### config.mk
export PLATFORM = sky130hd
export DESIGN_NAME = filter_cfg_port
export DESIGN_NICKNAME = d
export VERILOG_FILES = /design/src/rtl/filt_cfg_pkg.sv /design/src/rtl/cfg_sync.sv /design/src/rtl/cfg_ctrl.sv /design/src/rtl/cfg_datapath.sv /design/src/rtl/filter_cfg_port.sv
export SDC_FILE = /design/constraint.sdc
export NUM_CORES = 1
export LEC_CHECK = 0
export ABC_AREA = 1
export BUFFER_PORTS_ARGS = -buffer_cell sky130_fd_sc_hd__buf_2
export CAP_MARGIN = 10
export CORE_MARGIN = 3
export CORE_UTILIZATION = 26
export CTS_BUF_LIST = sky130_fd_sc_hd__clkbuf_8
export CTS_CLUSTER_DIAMETER = 120
export DETAILED_ROUTE_END_ITERATION = 8
export SLEW_MARGIN = 20
export SYNTH_ARGS = -nofsm -noshare
export SYNTH_HDL_FRONTEND = slang
export SYNTH_SLANG_ARGS = --single-unit
### constraint.sdc
create_clock -name clk -period 2 [get_ports clk]
set_clock_uncertainty 0.1 [all_clocks]
set_input_delay 0.1 -clock clk [delete_from_list [all_inputs] [get_ports clk]]
set_output_delay 0.1 -clock clk [all_outputs]
set_load 0.02 [all_outputs]
### src/rtl/filt_cfg_pkg.sv
package filt_cfg_pkg;
  localparam int unsigned REG_W      = 8;
  localparam int unsigned GAIN_LSB_B = 7;
  localparam int unsigned GAIN_MSB_B = 6;
  localparam int unsigned BW_LSB_B   = 5;
  localparam int unsigned BW_MSB_B   = 4;
  localparam int unsigned SHDN_B     = 1;
  localparam int unsigned GPO_B      = 0;

  // strobes from the control side to the register datapath
  typedef struct packed {
    logic shift;  // rising serial clock, chip select low
    logic fall;   // falling serial clock, chip select low
    logic load;   // rising chip select
  } cfgStb_t;
endpackage

### src/rtl/cfg_sync.sv
module cfg_sync #(
  parameter int unsigned W = 1,
  parameter int unsigned STAGES = 2,
  parameter logic [W-1:0] RST_VAL = '0
) (
  input  logic         clk,
  input  logic         rstN,
  input  logic [W-1:0] d,
  output logic [W-1:0] q
);
  generate
    if (STAGES <= 1) begin : g_single
      logic [W-1:0] stage;
      always_ff @(posedge clk or negedge rstN) begin
        if (!rstN) stage <= RST_VAL;
        else       stage <= d;
      end
      assign q = stage;
    end else begin : g_chain
      logic [STAGES-1:0][W-1:0] stage;
      always_ff @(posedge clk or negedge rstN) begin
        if (!rstN) stage <= {STAGES{RST_VAL}};
        else       stage <= {stage[STAGES-2:0], d};
      end
      assign q = stage[STAGES-1];
    end
  endgenerate
endmodule

### src/rtl/cfg_ctrl.sv
module cfg_ctrl
  import filt_cfg_pkg::*;
#(
  parameter int unsigned SYNC_STAGES = 2
) (
  input  logic       clk,
  input  logic       rstN,
  input  logic       pinModeSel,
  input  logic       csN,
  input  logic       sclk,
  input  logic       sdi,
  input  logic       gainHiPin,
  input  logic       gainLoPin,
  output cfgStb_t    stb,
  output logic       sdiBit,
  output logic       serialEn,
  output logic [1:0] pinGain,
  output logic [1:0] pinBw
);
  localparam int unsigned IN_W = 6;
  // order: mode, csN, sclk, sdi, gainHi, gainLo; idle = pin mode, CS high
  localparam logic [IN_W-1:0] IN_RST = 6'b110000;

  logic [IN_W-1:0] rawIn, syncIn;
  logic modeS, csNS, sclkS, sdiS, gainHiS, gainLoS;
  logic sclkD, csND;

  assign rawIn = {pinModeSel, csN, sclk, sdi, gainHiPin, gainLoPin};

  cfg_sync #(.W(IN_W), .STAGES(SYNC_STAGES), .RST_VAL(IN_RST)) u_sync (
    .clk (clk),
    .rstN(rstN),
    .d   (rawIn),
    .q   (syncIn)
  );

  assign {modeS, csNS, sclkS, sdiS, gainHiS, gainLoS} = syncIn;

  // edge history runs in every mode so a mode change creates no edge
  always_ff @(posedge clk or negedge rstN) begin
    if (!rstN) begin
      sclkD <= 1'b0;
      csND  <= 1'b1;
    end else begin
      sclkD <= sclkS;
      csND  <= csNS;
    end
  end

  assign serialEn  = !modeS;
  assign stb.shift = serialEn && !csNS && sclkS && !sclkD;
  assign stb.fall  = serialEn && !csNS && !sclkS && sclkD;
  assign stb.load  = serialEn && csNS && !csND;
  assign sdiBit    = sdiS;
  assign pinGain   = {gainHiS, gainLoS};
  assign pinBw     = {csNS, sclkS};

  // a commit edge is never followed by another in the next cycle
  p_load_isolated_r6: assert property (@(posedge clk) disable iff (!rstN)
    stb.load |=> !stb.load);
endmodule

### src/rtl/cfg_datapath.sv
module cfg_datapath
  import filt_cfg_pkg::*;
(
  input  logic             clk,
  input  logic             rstN,
  input  cfgStb_t          stb,
  input  logic             sdiBit,
  output logic [REG_W-1:0] ctrlReg,
  output logic             sdo,
  output logic             commitStb
);
  logic [REG_W-1:0] shiftReg;

  always_ff @(posedge clk or negedge rstN) begin
    if (!rstN) begin
      shiftReg  <= '0;
      ctrlReg   <= '0;
      sdo       <= 1'b0;
      commitStb <= 1'b0;
    end else begin
      if (stb.shift) shiftReg <= {shiftReg[REG_W-2:0], sdiBit};
      if (stb.fall)  sdo      <= shiftReg[REG_W-1];
      if (stb.load)  ctrlReg  <= shiftReg;
      commitStb <= stb.load;
    end
  end

  // the control side never raises two strobes at once
  p_strobe_onehot_r2: assert property (@(posedge clk) disable iff (!rstN)
    $onehot0(stb));
  // a committed register equals the shift word of the cycle before
  p_commit_copy_r2: assert property (@(posedge clk) disable iff (!rstN)
    commitStb |-> ctrlReg == $past(shiftReg));
  // serial output only moves on a falling clock strobe
  p_sdo_hold_r5: assert property (@(posedge clk) disable iff (!rstN)
    !stb.fall |=> $stable(sdo));
  // update strobe is one cycle wide
  p_commit_single_r6: assert property (@(posedge clk) disable iff (!rstN)
    commitStb |=> !commitStb);
  // register is untouched without a load strobe
  p_reg_hold_r8: assert property (@(posedge clk) disable iff (!rstN)
    !stb.load |=> $stable(ctrlReg));
endmodule

### src/rtl/filter_cfg_port.sv
module filter_cfg_port
  import filt_cfg_pkg::*;
#(
  parameter int unsigned SYNC_STAGES = 2
) (
  input  logic       clk,
  input  logic       rstN,
  input  logic       pinModeSel,
  input  logic       csN,
  input  logic       sclk,
  input  logic       sdi,
  input  logic       gainHiPin,
  input  logic       gainLoPin,
  output logic       sdo,
  output logic       gpOut,
  output logic       gpOutEn,
  output logic [1:0] gainCode,
  output logic [1:0] bwCode,
  output logic [4:0] gainMult,
  output logic [2:0] bwDivLog2,
  output logic       shutdown,
  output logic       cfgUpdate
);
  cfgStb_t          stb;
  logic             sdiBit, serialEn;
  logic [1:0]       pinGain, pinBw;
  logic [REG_W-1:0] ctrlReg;
  logic             unusedCtrlBits;

  cfg_ctrl #(.SYNC_STAGES(SYNC_STAGES)) u_ctrl (
    .clk       (clk),
    .rstN      (rstN),
    .pinModeSel(pinModeSel),
    .csN       (csN),
    .sclk      (sclk),
    .sdi       (sdi),
    .gainHiPin (gainHiPin),
    .gainLoPin (gainLoPin),
    .stb       (stb),
    .sdiBit    (sdiBit),
    .serialEn  (serialEn),
    .pinGain   (pinGain),
    .pinBw     (pinBw)
  );

  cfg_datapath u_dp (
    .clk      (clk),
    .rstN     (rstN),
    .stb      (stb),
    .sdiBit   (sdiBit),
    .ctrlReg  (ctrlReg),
    .sdo      (sdo),
    .commitStb(cfgUpdate)
  );

  assign unusedCtrlBits = ^ctrlReg[3:2];

  always_comb begin
    if (serialEn) begin
      gainCode = {ctrlReg[GAIN_MSB_B], ctrlReg[GAIN_LSB_B]};
      bwCode   = {ctrlReg[BW_MSB_B], ctrlReg[BW_LSB_B]};
      shutdown = ctrlReg[SHDN_B];
      gpOut    = ctrlReg[GPO_B];
      gpOutEn  = 1'b1;
    end else begin
      gainCode = pinGain;
      bwCode   = pinBw;
      shutdown = 1'b0;
      gpOut    = 1'b0;
      gpOutEn  = 1'b0;
    end
  end

  always_comb begin
    unique case (gainCode)
      2'b00:   gainMult = 5'd1;
      2'b01:   gainMult = 5'd2;
      2'b10:   gainMult = 5'd4;
      default: gainMult = 5'd16;
    endcase
    if (bwCode[1])      bwDivLog2 = 3'd0;
    else if (bwCode[0]) bwDivLog2 = 3'd2;
    else                bwDivLog2 = 3'd4;
  end

  // the multiplier is always a single power of two
  p_gain_onehot_r9: assert property (@(posedge clk) disable iff (!rstN)
    $countones(gainMult) == 1);
  // commits only follow a cycle spent in serial mode
  p_upd_serial_r6: assert property (@(posedge clk) disable iff (!rstN)
    cfgUpdate |-> $past(serialEn));
endmodule

# Word level (Yosys, flattened, before mapping)
# Index checks and enable logic that the tools add are counted.
# W data, S select, Z words.
dict set report word_totals {
  mem_count 0
  elab_cells 31
  output_inout_bits 17
  regBits 32
  romBits 0
  inputBits 8
  latchBits 0
  ramBits 0
}
dict set report op_classes {
  n_shift 0
  n_mux 8
  multipliers 0
  bitwise_logic 0
  n_eq_ne 2
  n_lt_le_gt_ge 0
  div 0
  reduce_logical 13
  addsub 0
}
# operator count
set ops {}
lappend ops {{$pmux W5 S3} 1}
lappend ops {{$logic_and A1 B1 Y1} 7}
lappend ops {{$mux W3} 2}
lappend ops {{$logic_not A1 Y1} 5}
lappend ops {{$mux W2} 2}
lappend ops {{$mux W1} 3}
lappend ops {{$eq A2 B1 Y1 const B} 1}
lappend ops {{$eq A2 B2 Y1 const B} 1}
lappend ops {{$logic_not A2 Y1} 1}

# Longest topological paths before layout
dict set report depth {
  word_depth 4
  mapped_depth 6
  mapped_depth_nobuf 5
}

# Hierarchy
# From an unflattened synthesis, not the netlist that was laid out.
dict set report hier_totals {
  hier_cells 147
  area_unflattened_um2 1361.3
}
# module area_per_inst_um2 seq_area_each_um2 cells_per_inst n_inst
set modules_own_cells {}
lappend modules_own_cells {cfg_datapath 675.6 450.4 74 1}
lappend modules_own_cells {cfg_sync 350.3 305.3 18 1}
lappend modules_own_cells {filter_cfg_port 240.2 0.0 42 1}
lappend modules_own_cells {cfg_ctrl 95.1 51.3 13 1}

# Worst setup path before layout
# Ideal clock, no wire load.
dict set report synth_path {
  path_type {register to output}
  from {register u_ctrl.u_sync.g_chain.stage, in the netlist u_ctrl.u_sync.q[5]}
  to {output port gainMult[0]}
  t_required_ns 1.800
  stages_incl_launch_ff 5
  t_arrival_ns 1.317
  n_path_buf 1
  path_slack_ns 0.483
  cell_sequence {dfstp_2 > buf_6 > inv_4 > o21ai_1 > nor2_1}
}
dict set report synth_via {
  elab_chain_len 3
  word_cells_on_any_way 5
  cone_classes {2 x eq/ne; 2 x mux; 1 x reduce/logical}
}
# item line_no
set synth_lines {}
lappend synth_lines {{start, declared} cfg_sync.sv:20} ;# logic [STAGES-1:0][W-1:0] stage;
lappend synth_lines {{start signal, assigned} cfg_sync.sv:22} ;# if (!rstN) stage <= {STAGES{RST_VAL}};
lappend synth_lines {{start signal, assigned} cfg_sync.sv:23} ;# else stage <= {stage[STAGES-2:0], d};
lappend synth_lines {{$mux W2 (*)} filter_cfg_port.sv:59} ;# if (serialEn) begin
lappend synth_lines {{named net gainCode[1]} filter_cfg_port.sv:17} ;# output logic [1:0] gainCode,
lappend synth_lines {{$eq A2 B2 Y1 (tied with other cells)} filter_cfg_port.sv:75} ;# unique case (gainCode)
lappend synth_lines {{$pmux W5 S3 (*)} filter_cfg_port.sv:75}
lappend synth_lines {{end, declared} filter_cfg_port.sv:19} ;# output logic [4:0] gainMult,
# Mark *: on every way through the listed nets, which the timed path passes. The rest lies on a longest branch.

# Final worst setup path
dict set report layout_path {
  from {register u_ctrl.u_sync.g_chain.stage, in the netlist u_ctrl.u_sync.q[5]}
  to {output port bwDivLog2[2]}
}
dict set report layout_via {
  elab_chain_len 3
}
# item line_no
set layout_lines {}
lappend layout_lines {{$mux W2 (*)} filter_cfg_port.sv:59}
lappend layout_lines {{$mux W3} filter_cfg_port.sv:82} ;# else if (bwCode[0]) bwDivLog2 = 3'd2;
lappend layout_lines {{$mux W3 (*)} filter_cfg_port.sv:81} ;# if (bwCode[1]) bwDivLog2 = 3'd0;
lappend layout_lines {{end, declared} filter_cfg_port.sv:20} ;# output logic [2:0] bwDivLog2,
# Mark *: on every way between the ends. The rest lies on a longest branch, timed or not.

==> metrics <==
outcome=finished clean; gr ovfl total=0; reg2reg end=u_dp.ctrlReg[1]; R2R depth=4; Port Buf Inserts=22; Initial Util=0.274; Post-Syn Area=around 1200 um2; Total Nets Final=around 160; CTS tree=done; most used standard cell by instance count after synthesis=nand2_1; Setup TNS Final=0 ps; fin crit share=0.864; Setup crit end kind=output pin; post_cts resized=0; Chip Height=approximately 74 um; WL/cell=10.4 um; setup ws final=between 200 and 300 ps; mean post-synth cell area=between 10 and 15 um2; startpoint class of the critical path=flop; Core Rows=24; area delta synth->final=24.2%; Die X=~74 um; IO Pins=25; post-synth cell types=18; post-route ant nets=0; Max-cap violations=0; Clock Tree Buf Depth=2; worst slack, placed=~540 ps; top_reg_cell synth=dfrtp_1; sequential-to-total area share from yosys stat=0.622; crit path max fanout=16; power density cells=939 nW/um2; RSZ-0062 raised after global routing=false; final core occ=0.340; crit path kind=reg -> out; overall routed net length=2130 um; YS warnings=0; gate count after technology mapping=120; top post-synthesis cells by count=nand2_1 (36), dfrtp_1 (25), nand3_1 (10), inv_1 (9), nor2_1 (9); final hold violation count=0; antenna violations before repair=0; Min-Delay Path Class=reg -> reg; FF-to-FF Start=u_ctrl.u_sync.q[5]; Synth Register Bits=30; DRC viols=0; first-pass GRT wire length=around 3700 um; starting DRC count in detailed routing=44; leakage=between 0.8 and 0.9 nW; layout cell share with drive strength beyond 1=0.283; CTS Buf Count=5; worst vdd ir=just under 0.4 mV; Final min period=approximately 1700 ps; CTS root buffer=clkbuf_8; final setup fails=0; Setup crit start=u_ctrl.u_sync.q[5]; Critical Path End=bwDivLog2[2]; fillers=approximately 460; worst-skew pair later-pin latency=270 ps; DPL Wire Length=1520 um; largest net degree at the start of global routing=31; CTS Hold Bufs=7; post-synth top area cell=dfrtp_1; Inserted Diodes=0; synth top area cells=dfrtp_1 (51%), nand2_1 (11%), dfstp_2 (11%); die area=about 5500 um2; Arrival @ worst endpoint=approximately 1500 ps; number of synthesized flops with an enable pin=0; Synth async-reset ratio=1.00; data required time of the critical path=between 1500 and 2000 ps; vias=around 850; Rel. slew slack=0.574; worst-margin pin slew=~640 ps; gpl congestion=roughly 0.72; Post-CTS Setup Bufs=0; Reg clk slew, reported paths=approximately 60 ps; GRT Overall Usage=0.0919; number of global-route vias before repair=between 800 and 900; placeable core area=4440 um2; r2r setup slk=a little under 700 ps; DR vias/cell=4.15; Clock H-tree levels=2; clock sink count=30; TritonRoute pass-1 iters=4; Achievable Freq=~580 MHz; post-synth top area share=0.514; Max Slew Vio Count=0
==> report_power, final <==
part	internal (mW)	leakage, nW	switching, mW
Clock	0.347	0.0575	0.208
Sequential	0.664	0.375	0.0351
Combinational	0.0580	0.373	0.106
==> routing by layer <==
layer  wire length (um)  global-route usage  vias up
met5                  0                   0        -
met4                 51              0.0652        0
met3                116              0.0257        5
met2                957               0.144       21
met1                999               0.108      383
li1                   -                   -      438
==> cell families (layout without fill, tap and decap cells) <==
kind of cell | after synthesis | count (layout) | share of synthesized area
compound gates | 7 | 7 | 0.0350
buf+inv | 16 | 47 | 0.0864
flops | 30 | 30 | 0.622
other cells | 1 | 2 | 0.00308
simple gates | 66 | 66 | 0.253
==> cell usage in the layout (no fill, tap or decap) <==
| cell | count |
|---|---|
| buf_2 | 22 |
| inv_4 | 1 |
| nor2_4 | 2 |
| nand2_2 | 1 |
| nand2_4 | 2 |
| nand3_1 | 10 |
| nand2_1 | 36 |
| nor2_1 | 9 |
| clkbuf_8 | 8 |
| inv_1 | 9 |
| o21ai_0 | 3 |
| nand4_1 | 6 |
| o21ai_2 | 2 |
| conb_1 | 2 |
| dfrtp_1 | 25 |
| dlygate4sd3_1 | 7 |
| dfstp_2 | 5 |
| o21ai_1 | 2 |
==> worst min path at each step <==
stage | endpoint | slack [ps] | start | cells past startpoint
after CTS | u_ctrl.u_sync.q[0] | 250 | u_ctrl.u_sync.g_chain.stage[0] | 0
after detailed placement | u_ctrl.u_sync.g_chain.stage[3] | 60 | rstN | 1
after floorplan | u_ctrl.sclkD | -300 | rstN | 0
final | u_ctrl.u_sync.q[2] | 250 | u_ctrl.u_sync.g_chain.stage[2] | 0
after global placement | u_ctrl.u_sync.g_chain.stage[3] | 60 | rstN | 1
after global routing | u_ctrl.u_sync.q[0] | 250 | u_ctrl.u_sync.g_chain.stage[0] | 0
==> stage by stage <==
step	cells	cell area (um2)	total power, mW	hold WS, ps
6_report	204	1510	1.42	246
2_1_floorplan	121	1220	0.818	-296
4_1_cts	204	1510	1.44	249
3_5_place_dp	189	1330	0.868	59.6
5_1_grt	204	1510	1.50	254
3_3_place_gp	189	1330	0.865	60.9
==> critical path, stage by stage (launching register included) <==
cell and delay, ps:
dfstp_2 650, inv_4 130, nand2_1 80, o21ai_1 90, nor2_1 130, buf_2 170
==> sequential cells by signal, indices dropped and copies added, names as in the netlist <==
name and count:
u_ctrl.u_sync.q 6, u_ctrl.csND 1, u_ctrl.sclkD 1, u_dp.ctrlReg 6, u_dp.commitStb 1, u_dp.shiftReg 8
u_ctrl.u_sync.g_chain.stage 6, u_dp.sdo 1
==> cell type report <==
cell class              count  area, um2  share of cell area
flip-flops and latches     30        757               0.501
repair buffers             29        180               0.119
clock buffers               8        110              0.0729
inverters                  10       40.0              0.0265
multi-input cells          75        358               0.237
well taps                  52       65.1              0.0431
Note: power is estimated with default switching activity, not from simulation.
